[src/rtl/dma_pkg.sv]
// Package: shared types and field positions for the chained DMA engine.
// Assumes a 32-bit byte-addressed bus with four byte lanes.
package dma_pkg;

    typedef enum logic [1:0] {
        SZ_BYTE = 2'd0,
        SZ_HALF = 2'd1,
        SZ_WORD = 2'd2
    } xsize_e;

    // Configuration register select codes
    localparam logic [1:0] SEL_RD  = 2'd0;
    localparam logic [1:0] SEL_WR  = 2'd1;
    localparam logic [1:0] SEL_CNT = 2'd2;
    localparam logic [1:0] SEL_CTL = 2'd3;

    // Control word bit positions
    localparam int CTL_RINC  = 2;
    localparam int CTL_WINC  = 3;
    localparam int CTL_REQ   = 4;
    localparam int CTL_CHAIN = 8;

    // One beat as handed from a channel to the bus engine
    typedef struct packed {
        logic [31:0] rd;
        logic [31:0] wr;
        xsize_e      size;
    } beat_t;

endpackage

[src/rtl/dma_chan.sv]
// Module: one DMA channel. It holds the programmed descriptor and the live
// addresses and remaining count, and it decides when a beat may be issued.
// Assumes: configuration is written only while the channel is idle, and
// beat_done_i is pulsed only for a beat this channel launched.
module dma_chan
    import dma_pkg::*;
#(
    parameter int CNT_W     = 16,
    parameter int REQ_SEL_W = 2,
    parameter int CH_W      = 1,
    localparam int REQ_N    = (1 << REQ_SEL_W) - 1
) (
    input  logic                 clk,
    input  logic                 rst_n,
    input  logic                 cfg_we,
    input  logic [1:0]           cfg_sel,
    input  logic [31:0]          cfg_wdata,
    input  logic                 load_i,
    input  logic [REQ_N-1:0]     req_i,
    input  logic                 beat_done_i,
    output logic                 ready_o,
    output logic                 active_o,
    output beat_t                desc_o,
    output logic                 done_o,
    output logic [CH_W-1:0]      chain_to_o
);

    logic [31:0]          prog_rd, prog_wr, cur_rd, cur_wr;
    logic [CNT_W-1:0]     prog_cnt, remain;
    xsize_e               size_q;
    logic                 rinc_q, winc_q, active_q, req_ok;
    logic [REQ_SEL_W-1:0] req_sel_q;
    logic [CH_W-1:0]      chain_q;
    logic [31:0]          step;

    // Purpose: pick the selected pacing line; select 0 means always allowed
    always_comb begin
        req_ok = (req_sel_q == '0);
        for (int k = 0; k < REQ_N; k++) begin
            if (req_sel_q == REQ_SEL_W'(k + 1)) req_ok = req_i[k];
        end
    end

    // Purpose: address step in bytes for the programmed item size
    always_comb begin
        case (size_q)
            SZ_BYTE: step = 32'd1;
            SZ_HALF: step = 32'd2;
            default: step = 32'd4;
        endcase
    end

    // Purpose: configuration registers and the live descriptor state
    always_ff @(posedge clk) begin
        if (!rst_n) begin
            prog_rd   <= '0;
            prog_wr   <= '0;
            prog_cnt  <= '0;
            size_q    <= SZ_BYTE;
            rinc_q    <= 1'b0;
            winc_q    <= 1'b0;
            req_sel_q <= '0;
            chain_q   <= '0;
            cur_rd    <= '0;
            cur_wr    <= '0;
            remain    <= '0;
            active_q  <= 1'b0;
        end else begin
            if (cfg_we) begin
                case (cfg_sel)
                    SEL_RD:  prog_rd  <= cfg_wdata;
                    SEL_WR:  prog_wr  <= cfg_wdata;
                    SEL_CNT: prog_cnt <= cfg_wdata[CNT_W-1:0];
                    default: begin
                        size_q    <= xsize_e'(cfg_wdata[1:0]);
                        rinc_q    <= cfg_wdata[CTL_RINC];
                        winc_q    <= cfg_wdata[CTL_WINC];
                        req_sel_q <= cfg_wdata[CTL_REQ +: REQ_SEL_W];
                        chain_q   <= cfg_wdata[CTL_CHAIN +: CH_W];
                    end
                endcase
            end
            if (load_i) begin
                cur_rd   <= prog_rd;
                cur_wr   <= prog_wr;
                remain   <= prog_cnt;
                active_q <= (prog_cnt != '0);
            end else if (beat_done_i) begin
                if (rinc_q) cur_rd <= cur_rd + step;
                if (winc_q) cur_wr <= cur_wr + step;
                remain <= remain - 1'b1;
                if (remain == CNT_W'(1)) active_q <= 1'b0;
            end
        end
    end

    assign ready_o     = active_q && req_ok;
    assign active_o    = active_q;
    assign desc_o      = '{rd: cur_rd, wr: cur_wr, size: size_q};
    assign done_o      = beat_done_i && (remain == CNT_W'(1));
    assign chain_to_o  = chain_q;

    AST_COUNT_LIVE: assert property (@(posedge clk) disable iff (!rst_n)
        active_q |-> (remain != '0));

    AST_BEAT_ACTIVE: assert property (@(posedge clk) disable iff (!rst_n)
        beat_done_i |-> active_q);

endmodule

[src/rtl/dma_arb.sv]
// Module: fixed-priority arbiter; the lowest-numbered ready channel wins.
// Assumes the bus engine samples the result only when it is idle.
module dma_arb #(
    parameter int NCH = 2,
    localparam int CH_W = (NCH > 1) ? $clog2(NCH) : 1
) (
    input  logic            clk,
    input  logic            rst_n,
    input  logic [NCH-1:0]  ready_i,
    output logic [CH_W-1:0] idx_o,
    output logic            any_o
);

    logic [NCH-1:0] gnt;

    // Purpose: scan from the top so the lowest ready index is kept last
    always_comb begin
        gnt   = '0;
        idx_o = '0;
        for (int i = NCH - 1; i >= 0; i--) begin
            if (ready_i[i]) begin
                gnt   = '0;
                gnt[i] = 1'b1;
                idx_o = CH_W'(i);
            end
        end
    end

    assign any_o = |ready_i;

    AST_ONE_GRANT: assert property (@(posedge clk) disable iff (!rst_n)
        any_o |-> $onehot0(gnt) && (gnt != '0));

endmodule

[src/rtl/dma_xfer.sv]
// Module: bus engine. It runs one beat at a time, a read and then a write,
// extracts the item from its read lane and replicates it on write.
// Assumes read data is valid in the cycle m_ready accepts a read.
module dma_xfer
    import dma_pkg::*;
#(
    parameter int NCH = 2,
    localparam int CH_W = (NCH > 1) ? $clog2(NCH) : 1
) (
    input  logic            clk,
    input  logic            rst_n,
    input  logic            any_i,
    input  logic [CH_W-1:0] idx_i,
    input  beat_t           desc_i,
    output logic [NCH-1:0]  beat_done_o,
    output logic            m_valid,
    output logic            m_write,
    output logic [31:0]     m_addr,
    output logic [31:0]     m_wdata,
    output logic [3:0]      m_be,
    input  logic            m_ready,
    input  logic [31:0]     m_rdata
);

    typedef enum logic [1:0] {X_IDLE, X_RD, X_WR} xstate_e;

    xstate_e         state;
    beat_t           desc_q;
    logic [CH_W-1:0] ch_q;
    logic [31:0]     data_q, lane_data, repl;
    logic [3:0]      wr_be;

    // Purpose: pick the addressed item out of the read word
    always_comb begin
        case (desc_q.size)
            SZ_BYTE: lane_data = {24'b0, m_rdata[{desc_q.rd[1:0], 3'b000} +: 8]};
            SZ_HALF: lane_data = {16'b0, m_rdata[{desc_q.rd[1], 4'b0000} +: 16]};
            default: lane_data = m_rdata;
        endcase
    end

    // Purpose: replicate the item on all lanes and set strobes for the target
    always_comb begin
        case (desc_q.size)
            SZ_BYTE: begin
                repl  = {4{data_q[7:0]}};
                wr_be = 4'b0001 << desc_q.wr[1:0];
            end
            SZ_HALF: begin
                repl  = {2{data_q[15:0]}};
                wr_be = desc_q.wr[1] ? 4'b1100 : 4'b0011;
            end
            default: begin
                repl  = data_q;
                wr_be = 4'b1111;
            end
        endcase
    end

    // Purpose: beat sequencer, idle to read to write
    always_ff @(posedge clk) begin
        if (!rst_n) begin
            state  <= X_IDLE;
            desc_q <= '0;
            ch_q   <= '0;
            data_q <= '0;
        end else begin
            case (state)
                X_IDLE: if (any_i) begin
                    desc_q <= desc_i;
                    ch_q   <= idx_i;
                    state  <= X_RD;
                end
                X_RD: if (m_ready) begin
                    data_q <= lane_data;
                    state  <= X_WR;
                end
                default: if (m_ready) state <= X_IDLE;
            endcase
        end
    end

    // Purpose: completion pulse to the channel that owns the beat
    always_comb begin
        beat_done_o = '0;
        for (int i = 0; i < NCH; i++) begin
            beat_done_o[i] = (state == X_WR) && m_ready && (ch_q == CH_W'(i));
        end
    end

    assign m_valid = (state != X_IDLE);
    assign m_write = (state == X_WR);
    assign m_addr  = (state == X_WR) ? desc_q.wr : desc_q.rd;
    assign m_wdata = (state == X_WR) ? repl : 32'b0;
    assign m_be    = (state == X_WR) ? wr_be : 4'b1111;

    AST_BUS_HOLD: assert property (@(posedge clk) disable iff (!rst_n)
        (m_valid && !m_ready) |=> m_valid && $stable(m_addr)
            && $stable(m_write) && $stable(m_wdata));

endmodule

[src/rtl/chain_dma_top.sv]
// Module: two-channel chained DMA top. It wires the channels, the arbiter
// and the bus engine, and routes each channel's completion to the channel
// named in its chain field.
// Assumes chained-to channels are programmed with a nonzero count.
module chain_dma_top
    import dma_pkg::*;
#(
    parameter int NCH       = 2,
    parameter int CNT_W     = 16,
    parameter int REQ_SEL_W = 2,
    localparam int CH_W     = (NCH > 1) ? $clog2(NCH) : 1,
    localparam int REQ_N    = (1 << REQ_SEL_W) - 1
) (
    input  logic             clk,
    input  logic             rst_n,
    input  logic             cfg_we,
    input  logic [CH_W-1:0]  cfg_ch,
    input  logic [1:0]       cfg_sel,
    input  logic [31:0]      cfg_wdata,
    input  logic [NCH-1:0]   start_i,
    input  logic [REQ_N-1:0] req_i,
    output logic             m_valid,
    output logic             m_write,
    output logic [31:0]      m_addr,
    output logic [31:0]      m_wdata,
    output logic [3:0]       m_be,
    input  logic             m_ready,
    input  logic [31:0]      m_rdata
);

    logic [NCH-1:0]  ready, active, done, trig, load, beat_done;
    beat_t           desc [NCH];
    logic [CH_W-1:0] chain_to [NCH];
    logic [CH_W-1:0] gnt_idx;
    logic            gnt_any;

    generate
        for (genvar c = 0; c < NCH; c++) begin : g_ch
            // Purpose: collect chain triggers aimed at this channel
            always_comb begin
                trig[c] = 1'b0;
                for (int s = 0; s < NCH; s++) begin
                    if (s != c && done[s] && chain_to[s] == CH_W'(c)) trig[c] = 1'b1;
                end
            end
            assign load[c] = start_i[c] | trig[c];

            dma_chan #(
                .CNT_W(CNT_W), .REQ_SEL_W(REQ_SEL_W), .CH_W(CH_W)
            ) chan_i (
                .clk(clk), .rst_n(rst_n),
                .cfg_we(cfg_we && cfg_ch == CH_W'(c)),
                .cfg_sel(cfg_sel), .cfg_wdata(cfg_wdata),
                .load_i(load[c]), .req_i(req_i),
                .beat_done_i(beat_done[c]),
                .ready_o(ready[c]), .active_o(active[c]),
                .desc_o(desc[c]), .done_o(done[c]),
                .chain_to_o(chain_to[c])
            );

            AST_CHAIN_ARM: assert property (@(posedge clk) disable iff (!rst_n)
                (done[c] && chain_to[c] != CH_W'(c)) |=> active[$past(chain_to[c])]);
        end
    endgenerate

    dma_arb #(.NCH(NCH)) arb_i (
        .clk(clk), .rst_n(rst_n), .ready_i(ready),
        .idx_o(gnt_idx), .any_o(gnt_any)
    );

    dma_xfer #(.NCH(NCH)) xfer_i (
        .clk(clk), .rst_n(rst_n),
        .any_i(gnt_any), .idx_i(gnt_idx), .desc_i(desc[gnt_idx]),
        .beat_done_o(beat_done),
        .m_valid(m_valid), .m_write(m_write), .m_addr(m_addr),
        .m_wdata(m_wdata), .m_be(m_be), .m_ready(m_ready), .m_rdata(m_rdata)
    );

endmodule

[config.mk]
export PLATFORM = sky130hd
export DESIGN_NAME = chain_dma_top
export DESIGN_NICKNAME = d
export VERILOG_FILES = /design/src/rtl/dma_pkg.sv /design/src/rtl/dma_chan.sv /design/src/rtl/dma_arb.sv /design/src/rtl/dma_xfer.sv /design/src/rtl/chain_dma_top.sv
export SDC_FILE = /design/constraint.sdc
export NUM_CORES = 1
export LEC_CHECK = 0
export BUFFER_PORTS_ARGS = -buffer_cell sky130_fd_sc_hd__buf_4
export CORE_AREA = 2 2 186 188
export CTS_CLUSTER_SIZE = 10
export DETAILED_ROUTE_END_ITERATION = 10
export DIE_AREA = 0 0 188 190
export PLACE_DENSITY = 0.78
export SKIP_CTS_REPAIR_TIMING = 1
export SLEW_MARGIN = 20
export SYNTH_ARGS = -nofsm -noshare
export SYNTH_HDL_FRONTEND = slang
export SYNTH_SLANG_ARGS = --single-unit
[constraint.sdc]
create_clock -name clk -period 3.1 [get_ports clk]
set_input_delay 0.31 -clock clk [delete_from_list [all_inputs] [get_ports clk]]
set_output_delay 0.31 -clock clk [all_outputs]
set_load 0.05 [all_outputs]
==> results of run 1 <==
## cell families (layout without fill, tap and decap cells)
group,Yosys count,count (layout),share of synthesized area (%)
simple gates,1086,1086,24.2
compound gates,756,756,20.6
flops,437,437,43.1
buf+inv,228,261,4.24
xor+xnor,112,112,4.84
mux,39,39,1.99
fa+ha+maj,16,16,0.987
## power groups by stage
| stage | clock network, mW | registers [mW] | logic [mW] |
|---|---|---|---|
| 2_1_floorplan | 0 | 6.22 | 1.25 |
| 3_3_place_gp | 0 | 6.36 | 1.71 |
| 3_5_place_dp | 0 | 6.37 | 1.74 |
| 4_1_cts | 5.02 | 6.25 | 1.75 |
| 5_1_grt | 5.26 | 6.30 | 1.92 |
| 6_report | 5.00 | 6.28 | 1.77 |
## flip-flops by register name, summed over array words and instances (netlist names)
name	cells
g_ch.chan_i.rinc_q	2
xfer_i.desc_q	66
g_ch.chan_i.remain	32
g_ch.chan_i.size_q	4
xfer_i.data_q	32
g_ch.chan_i.chain_to_o	2
g_ch.chan_i.winc_q	2
xfer_i.ch_q	1
g_ch.chan_i.cur_rd	64
g_ch.chan_i.req_sel_q	4
g_ch.chan_i.prog_wr	64
g_ch.chan_i.cur_wr	64
g_ch.chan_i.prog_rd	64
xfer_i.state	2
g_ch.chan_i.prog_cnt	32
g_ch.chan_i.active_o	2
## cells in the mapped netlist (36+ instances only)
cell	n
a21oi_1	324
a31oi_1	110
clkbuf_1	188
dfxtp_1	437
nand2_1	661
nand3_1	69
nand4_1	43
nor2_1	111
nor4_1	36
o21ai_0	243
xnor2_1	74
xor2_1	38
## path summary, 6_finish.rpt
kind	from	end	slack, ns
worst min-delay path	m_rdata[22]	xfer_i.data_q[6]$_SDFFE_PN0P_	0.03
worst max-delay path	xfer_i.state[1]$_SDFFE_PN0P_	g_ch[1].chan_i.cur_wr[31]$_SDFFE_PN0P_	0.34
worst max register to register	xfer_i.state[1]$_SDFFE_PN0P_	g_ch[1].chan_i.cur_wr[31]$_SDFFE_PN0P_	0.34
worst min register to register	g_ch[1].chan_i.prog_rd[16]$_SDFFE_PN0P_	g_ch[1].chan_i.prog_rd[16]$_SDFFE_PN0P_	0.45
## worst max-delay path, stage by stage, from the launching register on
cell and delay, ns:
dfxtp_1 0.48, nand4b_1 0.48, nor2_1 0.54, nand4_1 0.39, or4_1 0.60, a31oi_1 0.19
## routing by layer
metal	up-vias	track usage [%]	wire length, µm
met4	2	8.72	1280
met1	9252	47.5	26600
met3	113	6.51	6610
met5	-	0	18
li1	9393	-	-
met2	986	49.4	25800
## cell type report
cell class / count / area (µm²)
clock buffer: 54 / 1290
clock inverter: 1 / 8.76
fill: 2834 / 11000
inverter: 23 / 91.3
multi-input combinational: 2009 / 10700
sequential: 437 / 8750
tap: 455 / 569
timing repair buffer: 183 / 1460
==> impl_metrics.ini, run 1 <==
[status]
status = finished, final reports clean

[yosys]
synth_ff_type = dfxtp_1
seq_area_frac_synth_pct = 43.1
synth_cell_types = 64
netlist_instances = 2674
async_reset_ff_share_pct = 0
syn_nets = 2766
synth_area_per_cell_um2 = 7.59
synth.cell_area_um2 = 20300
synth_seq_cells = 437
yosysTopAreaCellShare_pct = 43.1
yosys.area.top_type = dfxtp_1
ys_warn_count = 0
synth.area.top_cells = dfxtp_1 43%, nand2_1 12%, a21oi_1 8.0%
synth_edf_count = 0

[timing]
fmax_ghz = 0.362
holdWs_ns = 0.0288
slew_viol_final = 0
finClkSkew_ns = 0.0200
hold_viol = 0
setup_ws_ns = 0.339
tns_ns = 0
maxSlewHeadroom_pct = 37.9
rsz0062_at_grt = false
setup_viol = 0
worstMarginPinSlew_ns = 0.929
finalCritPeriodShare_pct = 89.1
period_minus_slack_ns = 2.76

[die]
fp.dieW_um = 188
design.die.area_um2 = 35700
start_util_pct = 59.8
die_h_um = 190
row_count = 68
io_pins = 146
core_um2 = 33900

[cts]
cts_buffers = 49
cts_buffer_depth = 3
cts_tree = done
clkTransAtPathRegs_ns = 0.05
clk_latency_ns = 0.55
clock_sinks = 437
root_buffer = clkbuf_16
cts_max_level = 2

[layout]
mostFrequentLayoutCell = nand2_1
diodes = 0
nNetsFinal = 2795
drive_above_1_share_pct = 10.2
area_growth_pct = 12.9
post-route-util_pct = 67.5
fin_cells = 3162
mostFrequentLayoutCells = 660 x nand2_1, 436 x dfxtp_1, 324 x a21oi_1
final_cell_area_um2 = 22900

[pwr]
p_sw_mw = 3.65
combPwrFrac_pct = 13.6
p_int_mw = 9.40
power.density_nw_per_um2 = 570
total_power_mw = 13.1
p_leak_nw = 7.83
seqPwrFrac_pct = 48.1
netSwitchingFraction_pct = 28.0
max-vdd-ir-drop_uv = 463
p_clk_share_pct = 38.3

[place]
gp_routability_congestion = 0.920
portBuffers = 145
dp_slack_ns = 0.455
dp_hpwl_mm = 39.7
dp_cells = 3107
place_area_um2 = 21600

[detailed_routing]
drtIter0Drc = 2003
finalWirelength_mm = 60.3
via_count = 19700
drc = 0
ant_nets = 0
wl_per_cell_um = 19.1
firstDrtPassIters = 7
vias_per_cell = 6.24

[global_route]
grt_pass1_vias = 17900
grt_pass1_wl_mm = 94.6
grt_start_max_net_pins = 213
grt_overflow = 0
grt_use_total_pct = 32.7
antenna_found_initial = 2

[run]
maxCapViolations = 0

[critical_path]
start_kind = flop
reg2reg_depth = 5
crit_required_ns = 3.57
arrival_ns = 3.23
crit_type = flop to flop
worstSetupEndpointType = flop
cp_max_fo = 10

[min_path]
hold_depth = 3
hold_class = input port to flop
Power figures use the tool's default switching activity.
==> run 2, diff against run 1 <==
- ABC_AREA: unset -> 1
- CORE_AREA: 2 2 186 188 -> 2 2 199 201
- DIE_AREA: 0 0 188 190 -> 0 0 201 203
- PLACE_DENSITY: 0.78 -> 0.79
- clock period: 3.1 -> 3.16 ns (I/O delays scaled with it)
==> impl_metrics.ini, run 2 <==
[pwr]
netSwitchingFraction_pct = 30.0
p_leak_nw = 11.4
p_clk_share_pct = 39.3
seqPwrFrac_pct = 44.0
combPwrFrac_pct = 16.8
max-vdd-ir-drop_uv = 446
p_int_mw = 9.55
p_sw_mw = 4.10
power.density_nw_per_um2 = 510

[yosys]
synth.most_common_cell = nand2_1
async_reset_ff_share_pct = 0
synth.area.top_cells = dfxtp_1 37%, nand2_1 17%, nor2_1 11%
synth_top_family_by_area = simple AND/OR/NAND/NOR gates
synth-compound-area-share_pct = 14.2
synth.cell_area_um2 = 23800
ys_top_cells_by_count = 1,066 x nand2_1, 668 x nor2_1, 444 x inv_1
syn_nets = 3959
yosys.area_share.xor_xnor_pct = 1.66
synth_area_per_cell_um2 = 6.16
synthAdderAreaFrac_pct = 0.841
synth_seq_cells = 437
yosysTopAreaCellShare_pct = 36.7
synth_cell_types = 43
ys_warn_count = 0
synth_mux_area_share_pct = 0.336
synth_ff_type = dfxtp_1
synth_edf_count = 0
synth-simple-area-share_pct = 36.0
yosys.area.top_type = dfxtp_1
seq_area_frac_synth_pct = 36.7
netlist_instances = 3867

[timing]
rsz0062_at_grt = false
maxSlewHeadroom_pct = 31.3
setup_viol = 0
fmax_ghz = 0.349
finClkSkew_ns = 0.0267
slew_viol_final = 0
hold_viol = 0
tns_ns = 0
holdWs_ns = 0.0205
setup_ws_ns = 0.291
finalCritPeriodShare_pct = 90.8
period_minus_slack_ns = 2.87
worstMarginPinSlew_ns = 1.02

[critical_path]
cp_slowest_cell = clkinv_1
slowest_delay_ns = 0.46
crit_required_ns = 2.84
arrival_ns = 2.55
start_kind = flop
crit_type = flop to output port
cp_max_fo = 20
cp_cell_sequence = clkinv_1 > nand2_1 > o21ai_0 > nor2_1 > buf_4
worstSetupEndpointType = output port

[die]
design.die.area_um2 = 40800
io_pins = 146
start_util_pct = 61.9
row_count = 72
fp.dieW_um = 201
core_um2 = 38500
die_h_um = 203

[run]
maxCapViolations = 0

[layout]
mostFrequentLayoutCell = nand2_1
area_growth_pct = 12.4
fillCellCount = 3567
drive_above_1_share_pct = 7.12
mostFrequentLayoutCells = 1,062 x nand2_1, 668 x nor2_1, 442 x inv_1
largest_register_ffs = 66
top_register = xfer_i.desc_q
diodes = 0
nNetsFinal = 4038

[cts]
cts_tree = done
root_buffer = clkbuf_16
cts_buffers = 51
cts_max_level = 2
clk_latency_ns = 0.61
cts_buffer_depth = 3
clock_sinks = 437
clkTransAtPathRegs_ns = 0.05

[global_route]
grt_pass1_vias = 23000
grt_use_total_pct = 40.1
antenna_found_initial = 3
grt_pass1_wl_mm = 129
grt_overflow = 0
grt_start_max_net_pins = 152

[place]
portBuffers = 145
dp_slack_ns = 0.466
gp_routability_congestion = 1.05
dp_hpwl_mm = 59.7

[detailed_routing]
firstDrtPassIters = 6
via_count = 25500
wl_per_cell_um = 18.4
drc = 0
vias_per_cell = 5.69
ant_nets = 0
drtIter0Drc = 2966
finalWirelength_mm = 82.6

[status]
status = finished, final reports clean

[min_path]
hold_class = input port to flop
-- run 2: cell families (layout without fill, tap and decap cells) --
group | count (synthesis) | count (layout)
AND/OR/NAND/NOR | 2104 | 2104
XOR/XNOR | 45 | 45
adder cells (fa/ha/maj) | 16 | 16
buffers and inverters | 630 | 723
multiplexers | 8 | 8
AO/OA/AOI/OAI | 627 | 627
flip-flops | 437 | 437
-- run 2: final timing paths --
check	endpoint	slack (ns)	cells after the start	from
worst max register to register	g_ch[1].chan_i.cur_wr[27]$_SDFFE_PN0P_	0.47	9	xfer_i.state[1]$_SDFFE_PN0P_
worst min-delay path	xfer_i.data_q[20]$_SDFFE_PN0P_	0.02	3	m_rdata[20]
worst min register to register	g_ch[0].chan_i.prog_wr[8]$_SDFFE_PN0P_	0.46	2	g_ch[0].chan_i.prog_wr[8]$_SDFFE_PN0P_
worst max-delay path	m_wdata[24]	0.29	5	xfer_i.desc_q[1]$_SDFFE_PN0P_
-- run 2: per-layer routing --
metal,part of all wire (%),vias to the layer above,track usage (%)
met2,41,1371,59.6
met5,0.016,-,0
met1,42,11400,56.2
li1,-,12500,-
met4,4.1,2,15.9
met3,12,203,9.34
-- run 2: critical path, delay by kind of cell, from the launching register on --
family,cells,cell delay (ns)
flops,1,0.45
simple gates,2,0.66
compound gates,1,0.17
buf+inv,2,0.70
-- run 2: area by class of cell --
class                           count  area, µm²  share of cell area, %
Multi-Input combinational cell   2800      12600                   47.2
Clock inverter                      5       65.1                  0.243
Inverter                          452       1700                   6.36
Sequential cell                   437       8750                   32.7
Timing Repair Buffer              204       1600                   5.97
Tap cell                          518        648                   2.42
Clock buffer                       62       1370                   5.11
-- run 2: power groups by stage --
stage	registers, mW	logic, mW	clock network, mW
after floorplan	6.03	1.51	0
after global placement	6.10	2.22	0
after detailed placement	6.11	2.24	0
after CTS	5.99	2.25	5.37
after global routing	6.02	2.49	5.60
final	6.00	2.29	5.36
-- run 2: metrics by stage --
step                area (µm²)  power, mW  std cells  utilization, %
floorplan                23800       7.53       3867               -
global placement         25300       8.32       4411            65.9
detailed placement       25300       8.34       4411            65.9
CTS                      26800       13.6       4478            69.6
global route             26800       14.1       4478            69.6
finish                   26800       13.6       4478            69.6
